**src/rtl/pm_pkg.sv**
```systemverilog
package pm_pkg;
    localparam int COND_W    = 3;
    localparam int FIELD_LSB = 8;

    typedef enum logic [COND_W-1:0] {
        COND_TRUE     = 3'd0,
        COND_RISE_STK = 3'd1,
        COND_FALL_STK = 3'd2,
        COND_BOTH_STK = 3'd3,
        COND_HIGH     = 3'd4,
        COND_LOW      = 3'd5,
        COND_FALSE    = 3'd6,
        COND_EDGE_EVT = 3'd7
    } cond_e;

    typedef enum logic [1:0] {
        ADDR_SRC  = 2'd0,
        ADDR_CFG  = 2'd1,
        ADDR_CTRL = 2'd2,
        ADDR_CLR  = 2'd3
    } addr_e;

    typedef enum logic {
        ST_ARMED = 1'b0,
        ST_HELD  = 1'b1
    } sticky_e;
endpackage

```
**src/rtl/pm_sync.sv**
```systemverilog
module pm_sync #(
    parameter int W      = 8,
    parameter int STAGES = 2
) (
    input  logic         clk,
    input  logic         rst_n,
    input  logic [W-1:0] d,
    output logic [W-1:0] q
);
    logic [STAGES-1:0][W-1:0] stage_q;

    always_ff @(posedge clk or negedge rst_n) begin
        if (!rst_n) begin
            stage_q <= '0;
        end else begin
            stage_q[0] <= d;
            for (int i = 1; i < STAGES; i++) begin
                stage_q[i] <= stage_q[i-1];
            end
        end
    end

    assign q = stage_q[STAGES-1];
endmodule

```
**src/rtl/pm_regs.sv**
```systemverilog
module pm_regs
    import pm_pkg::*;
#(
    parameter int N_SLICE = 8,
    parameter int SEL_W   = 3,
    parameter int DATA_W  = 32
) (
    input  logic                               clk,
    input  logic                               rst_n,
    input  logic                               wr_en,
    input  logic [1:0]                         wr_addr,
    input  logic [DATA_W-1:0]                  wr_data,
    output logic [N_SLICE-1:0][SEL_W-1:0]      src_sel,
    output logic [N_SLICE-1:0][COND_W-1:0]     cond,
    output logic [N_SLICE-2:0]                 ep_flags,
    output logic                               replace,
    output logic                               clr_pulse
);
    localparam int TOP_BIT = FIELD_LSB + COND_W * N_SLICE - 1;

    addr_e addr;
    assign addr = addr_e'(wr_addr);

    always_ff @(posedge clk or negedge rst_n) begin
        if (!rst_n) begin
            src_sel  <= '0;
            cond     <= '0;
            ep_flags <= '0;
            replace  <= 1'b0;
        end else if (wr_en) begin
            unique case (addr)
                ADDR_SRC: begin
                    for (int n = 0; n < N_SLICE; n++) begin
                        src_sel[n] <= wr_data[FIELD_LSB + COND_W*n +: SEL_W];
                    end
                end
                ADDR_CFG: begin
                    for (int n = 0; n < N_SLICE; n++) begin
                        cond[n] <= wr_data[FIELD_LSB + COND_W*n +: COND_W];
                    end
                    ep_flags <= wr_data[N_SLICE-2:0];
                end
                ADDR_CTRL: replace <= wr_data[0];
                ADDR_CLR:  ;
            endcase
        end
    end

    assign clr_pulse = wr_en && (addr != ADDR_CTRL);

    logic unused_bits;
    assign unused_bits = ^{wr_data[FIELD_LSB-1:N_SLICE-1]};

    initial begin
        if (TOP_BIT >= DATA_W) $display("pm_regs: field layout exceeds data width");
    end
endmodule

```
**src/rtl/pm_slice.sv**
```systemverilog
module pm_slice
    import pm_pkg::*;
(
    input  logic              clk,
    input  logic              rst_n,
    input  logic              in_bit,
    input  logic [COND_W-1:0] cond,
    input  logic              clr,
    output logic              det,
    output logic              held
);
    cond_e   mode;
    sticky_e state_q, state_d;
    logic    prev_q;
    logic    rise, fall, hit;

    assign mode = cond_e'(cond);

    always_ff @(posedge clk or negedge rst_n) begin
        if (!rst_n) prev_q <= 1'b0;
        else        prev_q <= in_bit;
    end

    assign rise = in_bit & ~prev_q;
    assign fall = ~in_bit & prev_q;

    always_comb begin
        unique case (mode)
            COND_RISE_STK: hit = rise;
            COND_FALL_STK: hit = fall;
            COND_BOTH_STK: hit = rise | fall;
            default:       hit = 1'b0;
        endcase
    end

    // state register
    always_ff @(posedge clk or negedge rst_n) begin
        if (!rst_n) state_q <= ST_ARMED;
        else        state_q <= state_d;
    end

    always_comb begin
        state_d = state_q;
        unique case (state_q)
            ST_ARMED: if (!clr && hit) state_d = ST_HELD;
            ST_HELD:  if (clr)         state_d = ST_ARMED;
        endcase
    end

    // outputs
    always_comb begin
        unique case (mode)
            COND_TRUE:     det = 1'b1;
            COND_RISE_STK,
            COND_FALL_STK,
            COND_BOTH_STK: det = (state_q == ST_HELD) | hit;
            COND_HIGH:     det = in_bit;
            COND_LOW:      det = ~in_bit;
            COND_FALSE:    det = 1'b0;
            COND_EDGE_EVT: det = rise | fall;
        endcase
    end

    assign held = (state_q == ST_HELD);
endmodule

```
**src/rtl/pmatch_engine.sv**
```systemverilog
module pmatch_engine
    import pm_pkg::*;
#(
    parameter int N_SLICE     = 8,
    parameter int N_IN        = 8,
    parameter int SYNC_STAGES = 2,
    parameter int DATA_W      = 32
) (
    input  logic               clk,
    input  logic               rst_n,
    input  logic [N_IN-1:0]    pin_in,
    input  logic [N_SLICE-1:0] pin_irq_in,
    input  logic               wr_en,
    input  logic [1:0]         wr_addr,
    input  logic [DATA_W-1:0]  wr_data,
    output logic [N_SLICE-1:0] term_irq,
    output logic               match_any,
    output logic [N_SLICE-1:0] irq_out
);
    localparam int SEL_W = $clog2(N_IN);

    logic [N_IN-1:0]                   sync_q;
    logic [N_SLICE-1:0][SEL_W-1:0]     src_sel;
    logic [N_SLICE-1:0][COND_W-1:0]    cond;
    logic [N_SLICE-2:0]                ep_flags;
    logic [N_SLICE-1:0]                ep_eff;
    logic                              replace;
    logic                              clr_pulse;
    logic [N_SLICE-1:0]                det;
    logic [N_SLICE-1:0]                held_vec;
    logic [N_SLICE-1:0]                term_d;

    pm_sync #(.W(N_IN), .STAGES(SYNC_STAGES)) u_sync (
        .clk(clk), .rst_n(rst_n), .d(pin_in), .q(sync_q)
    );

    pm_regs #(.N_SLICE(N_SLICE), .SEL_W(SEL_W), .DATA_W(DATA_W)) u_regs (
        .clk(clk), .rst_n(rst_n),
        .wr_en(wr_en), .wr_addr(wr_addr), .wr_data(wr_data),
        .src_sel(src_sel), .cond(cond), .ep_flags(ep_flags),
        .replace(replace), .clr_pulse(clr_pulse)
    );

    assign ep_eff = {1'b1, ep_flags};

    for (genvar n = 0; n < N_SLICE; n++) begin : g_slice
        pm_slice u_slice (
            .clk(clk), .rst_n(rst_n),
            .in_bit(sync_q[src_sel[n]]),
            .cond(cond[n]),
            .clr(clr_pulse),
            .det(det[n]),
            .held(held_vec[n])
        );
    end

    always_comb begin
        logic run;
        run = 1'b1;
        for (int n = 0; n < N_SLICE; n++) begin
            run       = run & det[n];
            term_d[n] = run & ep_eff[n];
            if (ep_eff[n]) run = 1'b1;
        end
    end

    always_ff @(posedge clk or negedge rst_n) begin
        if (!rst_n) begin
            term_irq  <= '0;
            match_any <= 1'b0;
        end else begin
            term_irq  <= term_d;
            match_any <= |term_d;
        end
    end

    assign irq_out = replace ? term_irq : pin_irq_in;
endmodule

```
**config.mk**
```make
export PLATFORM = sky130hd
export DESIGN_NAME = pmatch_engine
export DESIGN_NICKNAME = d
export VERILOG_FILES = /design/src/rtl/pm_pkg.sv /design/src/rtl/pm_sync.sv /design/src/rtl/pm_regs.sv /design/src/rtl/pm_slice.sv /design/src/rtl/pmatch_engine.sv
export SDC_FILE = /design/constraint.sdc
export NUM_CORES = 1
export LEC_CHECK = 0
export ABC_AREA = 0
export ABC_CLOCK_PERIOD_IN_PS = 3600
export BUFFER_PORTS_ARGS = -buffer_cell sky130_fd_sc_hd__buf_2
export CAP_MARGIN = 20
export CORE_MARGIN = 2
export CORE_UTILIZATION = 45
export DETAILED_ROUTE_END_ITERATION = 16
export GPL_TIMING_DRIVEN = 0
export PLACE_DENSITY = 0.62
export SYNTH_ARGS = -nofsm -noshare
export SYNTH_HDL_FRONTEND = slang
export SYNTH_SLANG_ARGS = --single-unit
```
**constraint.sdc**
```tcl
create_clock -name clk -period 3.6 [get_ports clk]
set_clock_uncertainty 0.15 [all_clocks]
set_input_delay 0.18 -clock clk [delete_from_list [all_inputs] [get_ports clk]]
set_output_delay 0.18 -clock clk [all_outputs]
set_load 0.03 [all_outputs]
```
; ---- Yosys cells after proc, flatten, opt, wreduce, memory -nomap -nowiden
; Cells that the tools add are included.
[word_totals]
ff_bits = 97
inputBits = 53
wordCells = 263
out_inout_bits = 17
[op_classes]
mux = 57
n_bitwise = 70
reduce_logical = 31
eq_ne = 59
n_lt_le_gt_ge = 8
[ops]
columns = op, count
row1 = "3-bit equality test, second input constant", 32
row2 = "3-bit by 2-bit equality test with 1-bit output, second input constant", 16
row3 = 1-bit case mux with 6 select lines, 8
row4 = "3-bit by 4-bit < comparator with 1-bit output, second input constant", 8
row5 = 1-bit AND, 30
row6 = 1-bit binary-select mux with 3-bit select, 8
row7 = "3-bit by 1-bit equality test with 1-bit output, second input constant", 8
row8 = 3-bit zero test, 8
row9 = 1-bit 2-to-1 mux, 24
row10 = 1-bit inverter, 24
row11 = 1-bit case mux with 3 select lines, 8
row12 = 3-bit OR reduction, 8
row13 = 1-bit bitwise OR, 16
row14 = 1-bit case mux with 2 select lines, 8
row15 = 1-bit logical AND, 9
row16 = 8-bit 2-to-1 mux, 1
row17 = 8-bit OR reduction, 1
row18 = 2-bit AND reduction, 3
row19 = "2-bit by 1-bit equality test with 1-bit output, second input constant", 1
row20 = "2-bit equality test, second input constant", 1
row21 = 2-bit zero test, 1
row22 = "2-bit != test, second input constant", 1
row23 = 1-bit zero test, 1

; ---- Logic depth before layout (Yosys ltp)
; Gate-level depths: netlist of run 1.
[logic_depth]
ltp_word = 23
depth_mapped = 12
ltp_nobuf = 12

; ---- Modules after synthesis
; Synthesis of run 1 repeated with hierarchy kept, for this count alone.
[unflattened]
cells_unflattened = 383
area_unflattened_um2 = 4952.2
[modules_own_cells]
columns = mod, cells_per_inst, area_per_inst_um2, instances, seq_area_each_um2
row1 = pm_regs, 122, 2122.0, 1, 1401.3
row2 = pm_slice, 21, 173.9, 8, 50.0
row3 = pmatch_engine, 69, 978.4, 1, 225.2
row4 = pm_sync, 24, 460.4, 1, 400.4

; ---- Worst setup path before layout of run 1
; Ideal clock, no wire load.
[synth_timing]
kind = reg2reg
from = register u_regs.src_sel[7] (netlist name)
to = register match_any
t_required_ns = 3.307
n_path_buf = 0
path_stages_with_launch = 13
t_arrival_ns = 2.885
setup_slack_ns = 0.422
setup_ns = 0.143
path_cell_list = dfrtp_1 -> mux4_2 -> mux2i_1 -> inv_1 -> ha_1 -> nor2b_1 -> o21ai_0 -> a31oi_1 -> a311o_1 -> and3_1 -> o21a_1 -> a2111oi_1 -> o211ai_1
[synth_via]
elab_chain_len = 20
[synth_rtl]
columns = element, line_no
row1 = from (decl), pm_regs.sv:13  ; output logic [N_SLICE-1:0][SEL_W-1:0] src_sel,
row2 = "from (signal, indexed assignment)", pm_regs.sv:34  ; src_sel[n] <= wr_data[FIELD_LSB + COND_W*n +: SEL_W];
row3 = 1-bit binary-select mux with 3-bit select *, pmatch_engine.sv:49  ; .in_bit(sync_q[src_sel[n]]),
row4 = 1-bit 2-to-1 mux (not written as such) *, pmatch_engine.sv:49
row5 = net g_slice[2].u_slice.in_bit, pm_slice.sv:6  ; input logic in_bit,
row6 = 1-bit inverter, "pm_slice.sv:25, pm_slice.sv:58"
row7 = 1-bit AND, pm_slice.sv:25  ; assign fall = ~in_bit & prev_q;
row8 = 1-bit bitwise OR, "pm_slice.sv:31, pm_slice.sv:60"
row9 = 1-bit case mux with 3 select lines, pm_slice.sv:28  ; unique case (mode)
row10 = 1-bit bitwise OR, pm_slice.sv:56  ; COND_BOTH_STK: det = (state_q == ST_HELD) | hit;
row11 = [... 5 more ...], -
row12 = 1-bit AND, pmatch_engine.sv:61  ; run = run & det[n];
row13 = 1-bit 2-to-1 mux, pmatch_engine.sv:63  ; if (ep_eff[n]) run = 1'b1;
row14 = 1-bit AND, pmatch_engine.sv:61
row15 = 1-bit 2-to-1 mux, pmatch_engine.sv:63
row16 = 1-bit AND, pmatch_engine.sv:61
row17 = 1-bit 2-to-1 mux, pmatch_engine.sv:63
row18 = 1-bit AND, pmatch_engine.sv:61
row19 = 8-bit OR reduction *, pmatch_engine.sv:73  ; match_any <= |term_d;
row20 = to (signal assigned), pmatch_engine.sv:73
row21 = to (decl), pmatch_engine.sv:17  ; output logic match_any,
; Mark *: on every way through the listed nets, which the timed path passes. The rest lies on a longest branch. The select of a mux whose other input is x is not followed.
; A chain may end at the register's enable or synchronous reset.

; ---- Worst setup path in the final report of run 1
[layout_timing]
from = register u_sync.stage_q, in the netlist u_sync.q[6]
to = register match_any
[layout_lines]
columns = element, line_no
row1 = from (decl), pm_sync.sv:10  ; logic [STAGES-1:0][W-1:0] stage_q;
row2 = "from (signal, indexed assignment)", pm_sync.sv:18  ; stage_q[i] <= stage_q[i-1];
row3 = 1-bit binary-select mux with 3-bit select *, pmatch_engine.sv:49
row4 = 1-bit 2-to-1 mux (not written as such) *, pmatch_engine.sv:49
row5 = net g_slice[2].u_slice.in_bit, pm_slice.sv:6
row6 = 1-bit inverter, "pm_slice.sv:25, pm_slice.sv:58"
row7 = 1-bit AND, pm_slice.sv:25
row8 = 1-bit bitwise OR, "pm_slice.sv:31, pm_slice.sv:60"
row9 = 1-bit case mux with 3 select lines, pm_slice.sv:28
row10 = 1-bit bitwise OR, pm_slice.sv:56
row11 = [... 5 more ...], -
row12 = 1-bit AND, pmatch_engine.sv:61
row13 = 1-bit 2-to-1 mux, pmatch_engine.sv:63
row14 = 1-bit AND, pmatch_engine.sv:61
row15 = 1-bit 2-to-1 mux, pmatch_engine.sv:63
row16 = 1-bit AND, pmatch_engine.sv:61
row17 = 1-bit 2-to-1 mux, pmatch_engine.sv:63
row18 = 1-bit AND, pmatch_engine.sv:61
row19 = 8-bit OR reduction *, pmatch_engine.sv:73
; Marks and branches as above.

==> results of run 1 <==
[layout make-up]
class	count	area, sq um	area share
inverters	22	82.6	0.0139
plain buffers	6	22.5	0.00379
repair buffers	113	803	0.135
flip-flops and latches	97	2440	0.410
clock inverters	5	40.0	0.00673
well taps	136	170	0.0286
multi-input cells	235	2260	0.380
clock buffers	11	131	0.0221
[report_power, final]
group / switching [mW] / leakage, nW / internal (mW)
registers: 0.204 / 1.16 / 1.31
clock network: 0.381 / 0.0879 / 0.257
logic: 0.584 / 1.41 / 0.585
total: 1.17 / 2.66 / 2.15
[registers in the layout (all words and copies together) (netlist names)]
| register | flops |
|---|---|
| u_regs.ep_flags | 7 |
| g_slice.u_slice.prev_q | 8 |
| u_regs.cond | 24 |
| u_regs.src_sel | 24 |
| g_slice.u_slice.held | 8 |
| match_any | 1 |
| u_regs.replace | 1 |
| u_sync.q | 8 |
| term_irq | 8 |
| u_sync.stage_q | 8 |
[metal layers]
metal	GRT usage	wire length [um]	up-vias
met5	0	0	-
met4	0.0498	127	0
met3	0.0386	384	17
met2	0.349	5380	77
met1	0.251	4690	1688
li1	-	-	1566
[what timing repair did]
action	CTS	global route
pin swaps	0	2
gates resized for setup	12	10
cloned	0	0
hold buffers	41	0
setup buffers	0	3
hold endpoints to repair	112	0
endpoints found under the setup margin	2	3
[cells in the mapped netlist]
cell and n:
nand4b_1 2, o21ai_0 11, a31o_2 1, nand3_1 7, a21bo_2 1, and3_1 2, a2111oi_1 1, mux4_1 2
o311a_1 1, or2_2 3, a2111oi_0 1, nand3b_1 6, a21oi_1 11, o21bai_1 5, mux2_4 1, dfrtp_1 97
o211ai_1 5, a31oi_1 2, nand2_1 15, inv_1 20, a41oi_1 1, or3_1 1, nand4bb_1 1, a311oi_2 1
nor2_1 13, o21a_1 8, mux2_2 67, buf_1 3, nor3b_1 4, inv_2 2, nor3_1 4, o21ai_1 1
and2_1 2, a311o_1 2, o22ai_1 1, clkbuf_1 3, o211a_1 1, nand2b_1 6, a21o_1 1, mux2i_1 7
nor2b_1 6, a211o_1 1, mux4_2 14, ha_1 16
[worst max-delay path: stages (launching register included)]
cell and delay [ns]:
dfrtp_2 0.49, mux4_2 0.52, mux2i_4 0.18, inv_1 0.10, ha_1 0.18, nor2b_1 0.14, o21ai_2 0.14, a31oi_1 0.11
a311o_1 0.37, a311oi_2 0.39, o21bai_1 0.18, a21oi_2 0.21, o211ai_1 0.12
[logic make-up (layout without fill, tap and decap cells)]
logic type,count (synthesis),count (layout)
mux,91,91
buf+inv,28,157
compound gates,56,56
fa+ha+maj,16,16
flops,97,97
simple gates,72,72
[per-stage QoR]
| stage | setup slack [ns] | total power, mW |
|---|---|---|
| 3_5_place_dp | -0.189 | 2.60 |
| 5_1_grt | 0.00428 | 3.55 |
| 2_1_floorplan | 0.422 | 2.28 |
| 4_1_cts | 0.0131 | 3.29 |
| 6_report | 0.194 | 3.32 |
| 3_3_place_gp | -0.0922 | 2.54 |
[worst min path at each step]
stage | to | from | slack [ns]
floorplan | g_slice[0].u_slice.held | rst_n | -0.27
finish | g_slice[5].u_slice.held | wr_addr[1] | 0.02
global placement | u_sync.stage_q[2] | pin_in[2] | 0.14
global route | g_slice[5].u_slice.held | wr_addr[1] | 0.05
detailed placement | g_slice[2].u_slice.held | rst_n | 0.1
CTS | g_slice[5].u_slice.held | wr_addr[1] | 0.007
==> results.md, run 1 <==
* Outcome: finished clean
* Die area at 11300 sq um
* R2r worst-path depth at 12
* Biggest area consumer among synthesized cells: dfrtp_1
* Clk_lat worst skew at 0.35 ns
* Fillcell total at 824
* Worst Tran Pin Value at 1.02 ns
* Minimum clock period at 3.41 ns
* Final design utilization at 0.581
* Initial antenna violation count at 0
* Final net count at 553
* Die X at 106 um
* Post-route ant nets at 0
* CP Class: reg2reg
* VDD IR-drop max at 0.000308 V
* Critical path destination: match_any
* CTS tree: built
* Routability Congestion at ~0.8
* Vias per Instance at between 5 and 6
* Placed Area at 5260 sq um
* Final Cycle Share at 0.946
* Max Root-Sink Buffers at 2
* Max Freq at approximately 300 MHz
* Endpoints failing hold at 0
* Reg2reg start: u_sync.q[6]
* RSZ-0062 raised after global routing: no
* HPWL after detailed placement at a little over 7000 um
* Post-Layout Cell Count at around 630
* First-pass GRT wire length at 17100 um
* Io pins at 70
* Multiplexer share of the synthesized area at 0.256
* Cells after DPL at ~570
* Slew Limit Fails at 0
* Setup crit end kind: register
* FP Rows at 37
* Area share of the largest cell type after synthesis at 0.515
* Clock Sink Count at 97
* Root Driver: clkbuf_8
* Avg WL per Cell at ~17 um
* Setup slack, reg-to-reg at approximately 0.19 ns
* Reg-to-reg endpoint: match_any
* Layout cells sized above 1 at 0.393
* LEAKAGE at roughly 2.7 nW
* Setup-failing EPs final at 0
* Post-synthesis adder-cell area fraction at 0.0425
* Mapped Cells at 360
* HP Class: in2reg
* Crit path launch type: register
* Post-Synth Simple-Gate Area at 0.0825
* Synth Area per Inst at around 13 sq um
* CORE AREA at 10200 sq um
* Relative slew slack at 0.317
* Fin Setup TNS at 0 ns
* Worst Setup SP: u_sync.q[6]
* Htree depth at 3
* Grt ovf at 0
* MaxCap Viol Count at 0
* All-Layer GR Usage at 0.198
* Mapped cell area at around 4700 sq um
* Initial Util at 0.461
* TritonCTS buffer count at 9
* WHS Path Cells at 3
* Commonest non-fill, non-tap cell in the layout: dfrtp_1
* Leading cell types in the layout, fill and taps excluded: 90 x dfrtp_1, 67 x mux2_2, 67 x buf_2, 41 x dlygate4sd3_1, 20 x inv_1
* CP required at 3.68 ns
* Hold_ws at 0.0200 ns
* Synth top area cells: dfrtp_1 51%, mux2_2 16%, mux4_2 6.7%, ha_1 4.2%, inv_1 1.6%
* 1st-iter DRT viols at around 120
* Vias at approximately 3300
* Post-Route WL at 10600 um
* Yosys reg bits at 97
* Distinct cell type count of the synthesized netlist at 44
* Vias in the first global route at 3447
* Crit path max fanout at 8
* Die height at between 100 and 150 um
* Largest net degree at the start of global routing at between 50 and 60
* Post-synthesis compound-gate area fraction at 0.0820
* Area growth, synth to finish at 26.1%
* Ys Warns at 0
* Post-route cell area at 5950 sq um
* Pre-antenna DRT Iters at 4
* Power Density at 559 nW/um^2
* XOR/XNOR Fraction of Synth Area at 0
* Seq/Total Area, Yosys at 0.515
* Drt drc at 0
* Crit path DAT at 3.49 ns
* Largest family of logic cells by synthesized area: multiplexers
* Clk slew on worst S/H paths at 0.10 ns
* IO buf count at 68
* Syn nets at 429
* Diode count at 0
Note: power is estimated with default switching activity, not from simulation.
==> run 2: changes to the inputs <==
--- a/config.mk
+++ b/config.mk
@@ -6,14 +6,15 @@
 export NUM_CORES = 1
 export LEC_CHECK = 0
 export ABC_AREA = 0
-export ABC_CLOCK_PERIOD_IN_PS = 3600
+export ABC_CLOCK_PERIOD_IN_PS = 2800
 export BUFFER_PORTS_ARGS = -buffer_cell sky130_fd_sc_hd__buf_2
 export CAP_MARGIN = 20
 export CORE_MARGIN = 2
 export CORE_UTILIZATION = 45
 export DETAILED_ROUTE_END_ITERATION = 16
 export GPL_TIMING_DRIVEN = 0
-export PLACE_DENSITY = 0.62
+export PLACE_DENSITY = 0.65
 export SYNTH_ARGS = -nofsm -noshare
 export SYNTH_HDL_FRONTEND = slang
+export SYNTH_HIERARCHICAL = 1
 export SYNTH_SLANG_ARGS = --single-unit
==> constraint.sdc (replaced) <==
create_clock -name clk -period 2.8 [get_ports clk]
set_clock_uncertainty 0.15 [all_clocks]
set_input_delay 0.14 -clock clk [delete_from_list [all_inputs] [get_ports clk]]
set_output_delay 0.14 -clock clk [all_outputs]
set_load 0.03 [all_outputs]
==> run 2 against run 1 <==
The flow now finishes with violations (negative setup slack). Setup slack worse by 0.45 ns. Sequential power rose by 28%. Clock power increased by 41%. Synthesized area grew 5.0%. Non-clock buffer count grew 27. Wire length is 1.3% higher. Register-to-register slack worse by 0.45 ns. Hold slack improved by 0.019 ns.
==> results.md, run 2 <==
* Pre-antenna DRT Iters at 4 (unchanged)
* R2r worst-path depth at 11 (-1)
* Setup crit end kind: register
* Final net count at 587 (+6.1%)
* Clk_lat worst skew at 0.35 ns (about the same)
* Max Root-Sink Buffers at 2 (unchanged)
* VDD IR-drop max at 0.000394 V (+28%)
* IO buf count at 68 (unchanged)
* Final Cycle Share at 1.09 (+0.144)
* HP Start: wr_en
* Post-route cell area at 6460 sq um (+8.6%)
* Ys Warns at 6 (+6)
* HP Class: in2reg
* LEAKAGE at 2.94 nW (+10%)
* Biggest area consumer among synthesized cells: dfrtp_1
* Top-count cell post-synth: dfrtp_1
* Synth top area cells: dfrtp_1 49%, mux2_2 16%, mux4_2 7.3%, ha_1 4.0%, buf_4 2.9%
* Crit path DAT at 3.15 ns (-0.34 ns)
* Root Driver: clkbuf_8
* Area share of the largest cell type after synthesis at 0.490 (-0.0246)
* Minimum clock period at 3.05 ns (-0.353 ns)
* Final design utilization at 0.599 (+0.0172)
* 1st-iter DRT viols at 142 (+15%)
* FP Rows at 38 (+2.7%)
* Mapped cell area at 4950 sq um (+5.0%)
* Layout cells sized above 1 at 0.478 (+0.0854)
* HPWL after detailed placement at 7100 um (-2.1%)
* Die area at 11900 sq um (+4.8%)
* Clock Sink Count at 97 (unchanged)
* Pre-CTS setup slack at -0.419 ns (-0.230 ns)
* CORE AREA at 10800 sq um (+5.5%)
* Number of flops mapped to enable cells by yosys at 0 (unchanged)
* Mapped Cells at 383 (+6.4%)
* Die X at 109 um (+2.4%)
* Power Density at 755 nW/um^2 (+35%)
* RSZ-0062 raised after global routing: yes
* Outcome: finished, violations left
* Vias per Instance at 5.35 (-0.16%)
* WHS Path Cells at 3 (unchanged)
* Routability Congestion at 0.755 (-5.7%)
* Post-route ant nets at 0 (unchanged)
* Failing checks: negative setup slack
* CP required at 2.89 ns (-0.79 ns)
* Largest net degree at the start of global routing at 67 (+29%)
* Hold Path End: u_regs/replace
* Initial antenna violation count at 0 (unchanged)
* Seq/Total Area, Yosys at 0.490 (-0.0246)
* Synth Area per Inst at 12.9 sq um (-1.3%)
* Diode count at 0 (unchanged)
* Htree depth at 3 (unchanged)
* Clk slew on worst S/H paths at 0.10 ns (about the same)
* Final Power at 4.88 mW (+47%)
* TritonCTS buffer count at 9 (unchanged)
* Leading cell types in the layout, fill and taps excluded: 97 x dfrtp_1, 67 x buf_2, 65 x mux2_2, 40 x dlygate4sd3_1, 32 x inv_1
* Synth cell count leaders: 97 x dfrtp_1, 71 x mux2_2, 36 x inv_1
* Post-Route WL at 10700 um (+1.3%)
* Syn nets at 452 (+5.4%)
* Die height at 109 um (+2.4%)
* Placed Area at 5530 sq um (+5.2%)
* Grt ovf at 0 (unchanged)
* Commonest non-fill, non-tap cell in the layout: dfrtp_1
* Relative slew slack at 0.620 (+0.303)
* Avg WL per Cell at 16.2 um (-4.5%)
* Async SR Flop Fraction at 1.00 (unchanged)
* Vias at 3546 (+5.9%)
* Vias in the first global route at 3536 (+2.6%)
* Yosys reg bits at 97 (unchanged)
* Top FF cell, synth: dfrtp_1
* Crit path launch type: register
* Reg2reg start: u_sync/q[0]
* Setup-failing EPs final at 6 (+6)
* Crit path max fanout at 8 (unchanged)
* Setup WS post-layout at -0.253 ns (-0.447 ns)
* Setup slack, reg-to-reg at -0.25 ns (-0.45 ns)
* CTS tree: built
* Slew Limit Fails at 0 (unchanged)
* Initial Util at 0.459 (-0.00208)
* Worst Tran Pin Value at 0.568 ns (-0.454 ns)
* First-pass GRT wire length at 16900 um (-1.2%)
* Reg-to-reg endpoint: match_any
* Endpoints failing hold at 0 (unchanged)
* CP Class: reg2reg
* MaxCap Viol Count at 0 (unchanged)
* Distinct cell type count of the synthesized netlist at 35 (-20%)
* Biggest regs: u_regs/cond (24), u_regs/src_sel (24)
* Drt drc at 0 (unchanged)
* Io pins at 70 (unchanged)
* All-Layer GR Usage at 0.189 (-0.00964)
* Area growth, synth to finish at 30.4%
* Max Freq at 328 MHz (+12%)
-- run 2: changes by cell type after synthesis, sizes merged, moves of 11 or more --
cell   delta
a31oi    +14
inv      +14
buf      +18
nor2     +13
o21ai    -11
-- run 2: worst max-delay path by stage --
stage	start	to	slack (ns)	cells after the start
global placement	u_sync/q[7]	match_any	-0.38	12
detailed placement	u_sync/q[7]	match_any	-0.42	12
floorplan	u_sync/q[3]	match_any	-0.11	12
CTS	u_sync/q[0]	match_any	-0.25	12
global route	u_sync/q[0]	match_any	-0.36	11
finish	u_sync/q[0]	match_any	-0.25	11
-- run 2: kinds of logic after synthesis --
kind of cell               count (synthesis)  share of synthesized area
DFF                                       97                      0.490
muxes                                     96                      0.253
and+or+nand+nor                           43                     0.0409
buffers and inverters                     58                     0.0614
AOI/OAI and AO/OA                         72                      0.112
adders and majority gates                 17                     0.0427
-- run 2: routing by layer --
layer | global-route usage | vias up | part of all wire
met5 | 0 | - | 0
met4 | 0.0714 | 0 | 0.015
met3 | 0.0287 | 17 | 0.039
met2 | 0.316 | 97 | 0.50
met1 | 0.248 | 1772 | 0.45
li1 | - | 1660 | -
-- run 2: critical path: stages, from the launching register on --
cell,delay [ns]
dfrtp_1,0.39
buf_6,0.14
mux4_2,0.46
mux2_4,0.30
buf_4,0.15
ha_1,0.21
o211ai_1,0.19
a31oi_2,0.15
and2_1,0.20
maj3_2,0.33
a211oi_2,0.15
o211ai_1,0.11
-- run 2: cell type report --
class | instances | area (sq um)
plain buffers | 22 | 199
clock buffers | 10 | 128
fillers | 870 | 4330
clock inverters | 6 | 66.3
repair buffers | 124 | 895
well taps | 140 | 175
flip-flops and latches | 97 | 2430
multi-input cells | 228 | 2430
inverters | 36 | 140
-- run 2: timing repair --
action,in CTS,in global routing
hold endpoints to repair,102,0
resized for setup,21,26
hold buffers,40,0
setup endpoints to repair,6,8
pin swaps,13,8
buffers inserted,9,5
-- run 2: stage by stage --
step           cells  TNS [ns]  hold slack, ns
6_report         663     -1.23          0.0390
5_1_grt          663     -1.81          0.0290
4_1_cts          658     -1.01          0.0247
3_5_place_dp     593     -1.59         -0.0318
3_3_place_gp     591     -1.45          0.0977
2_1_floorplan    383    -0.263          -0.306
-- run 2: report_power, final --
part	internal, mW	total [mW]	switching [mW]
Sequential	1.69	1.93	0.244
Clock	0.415	0.898	0.483
Combinational	1.05	2.05	1.00
Total	3.15	4.88	1.73
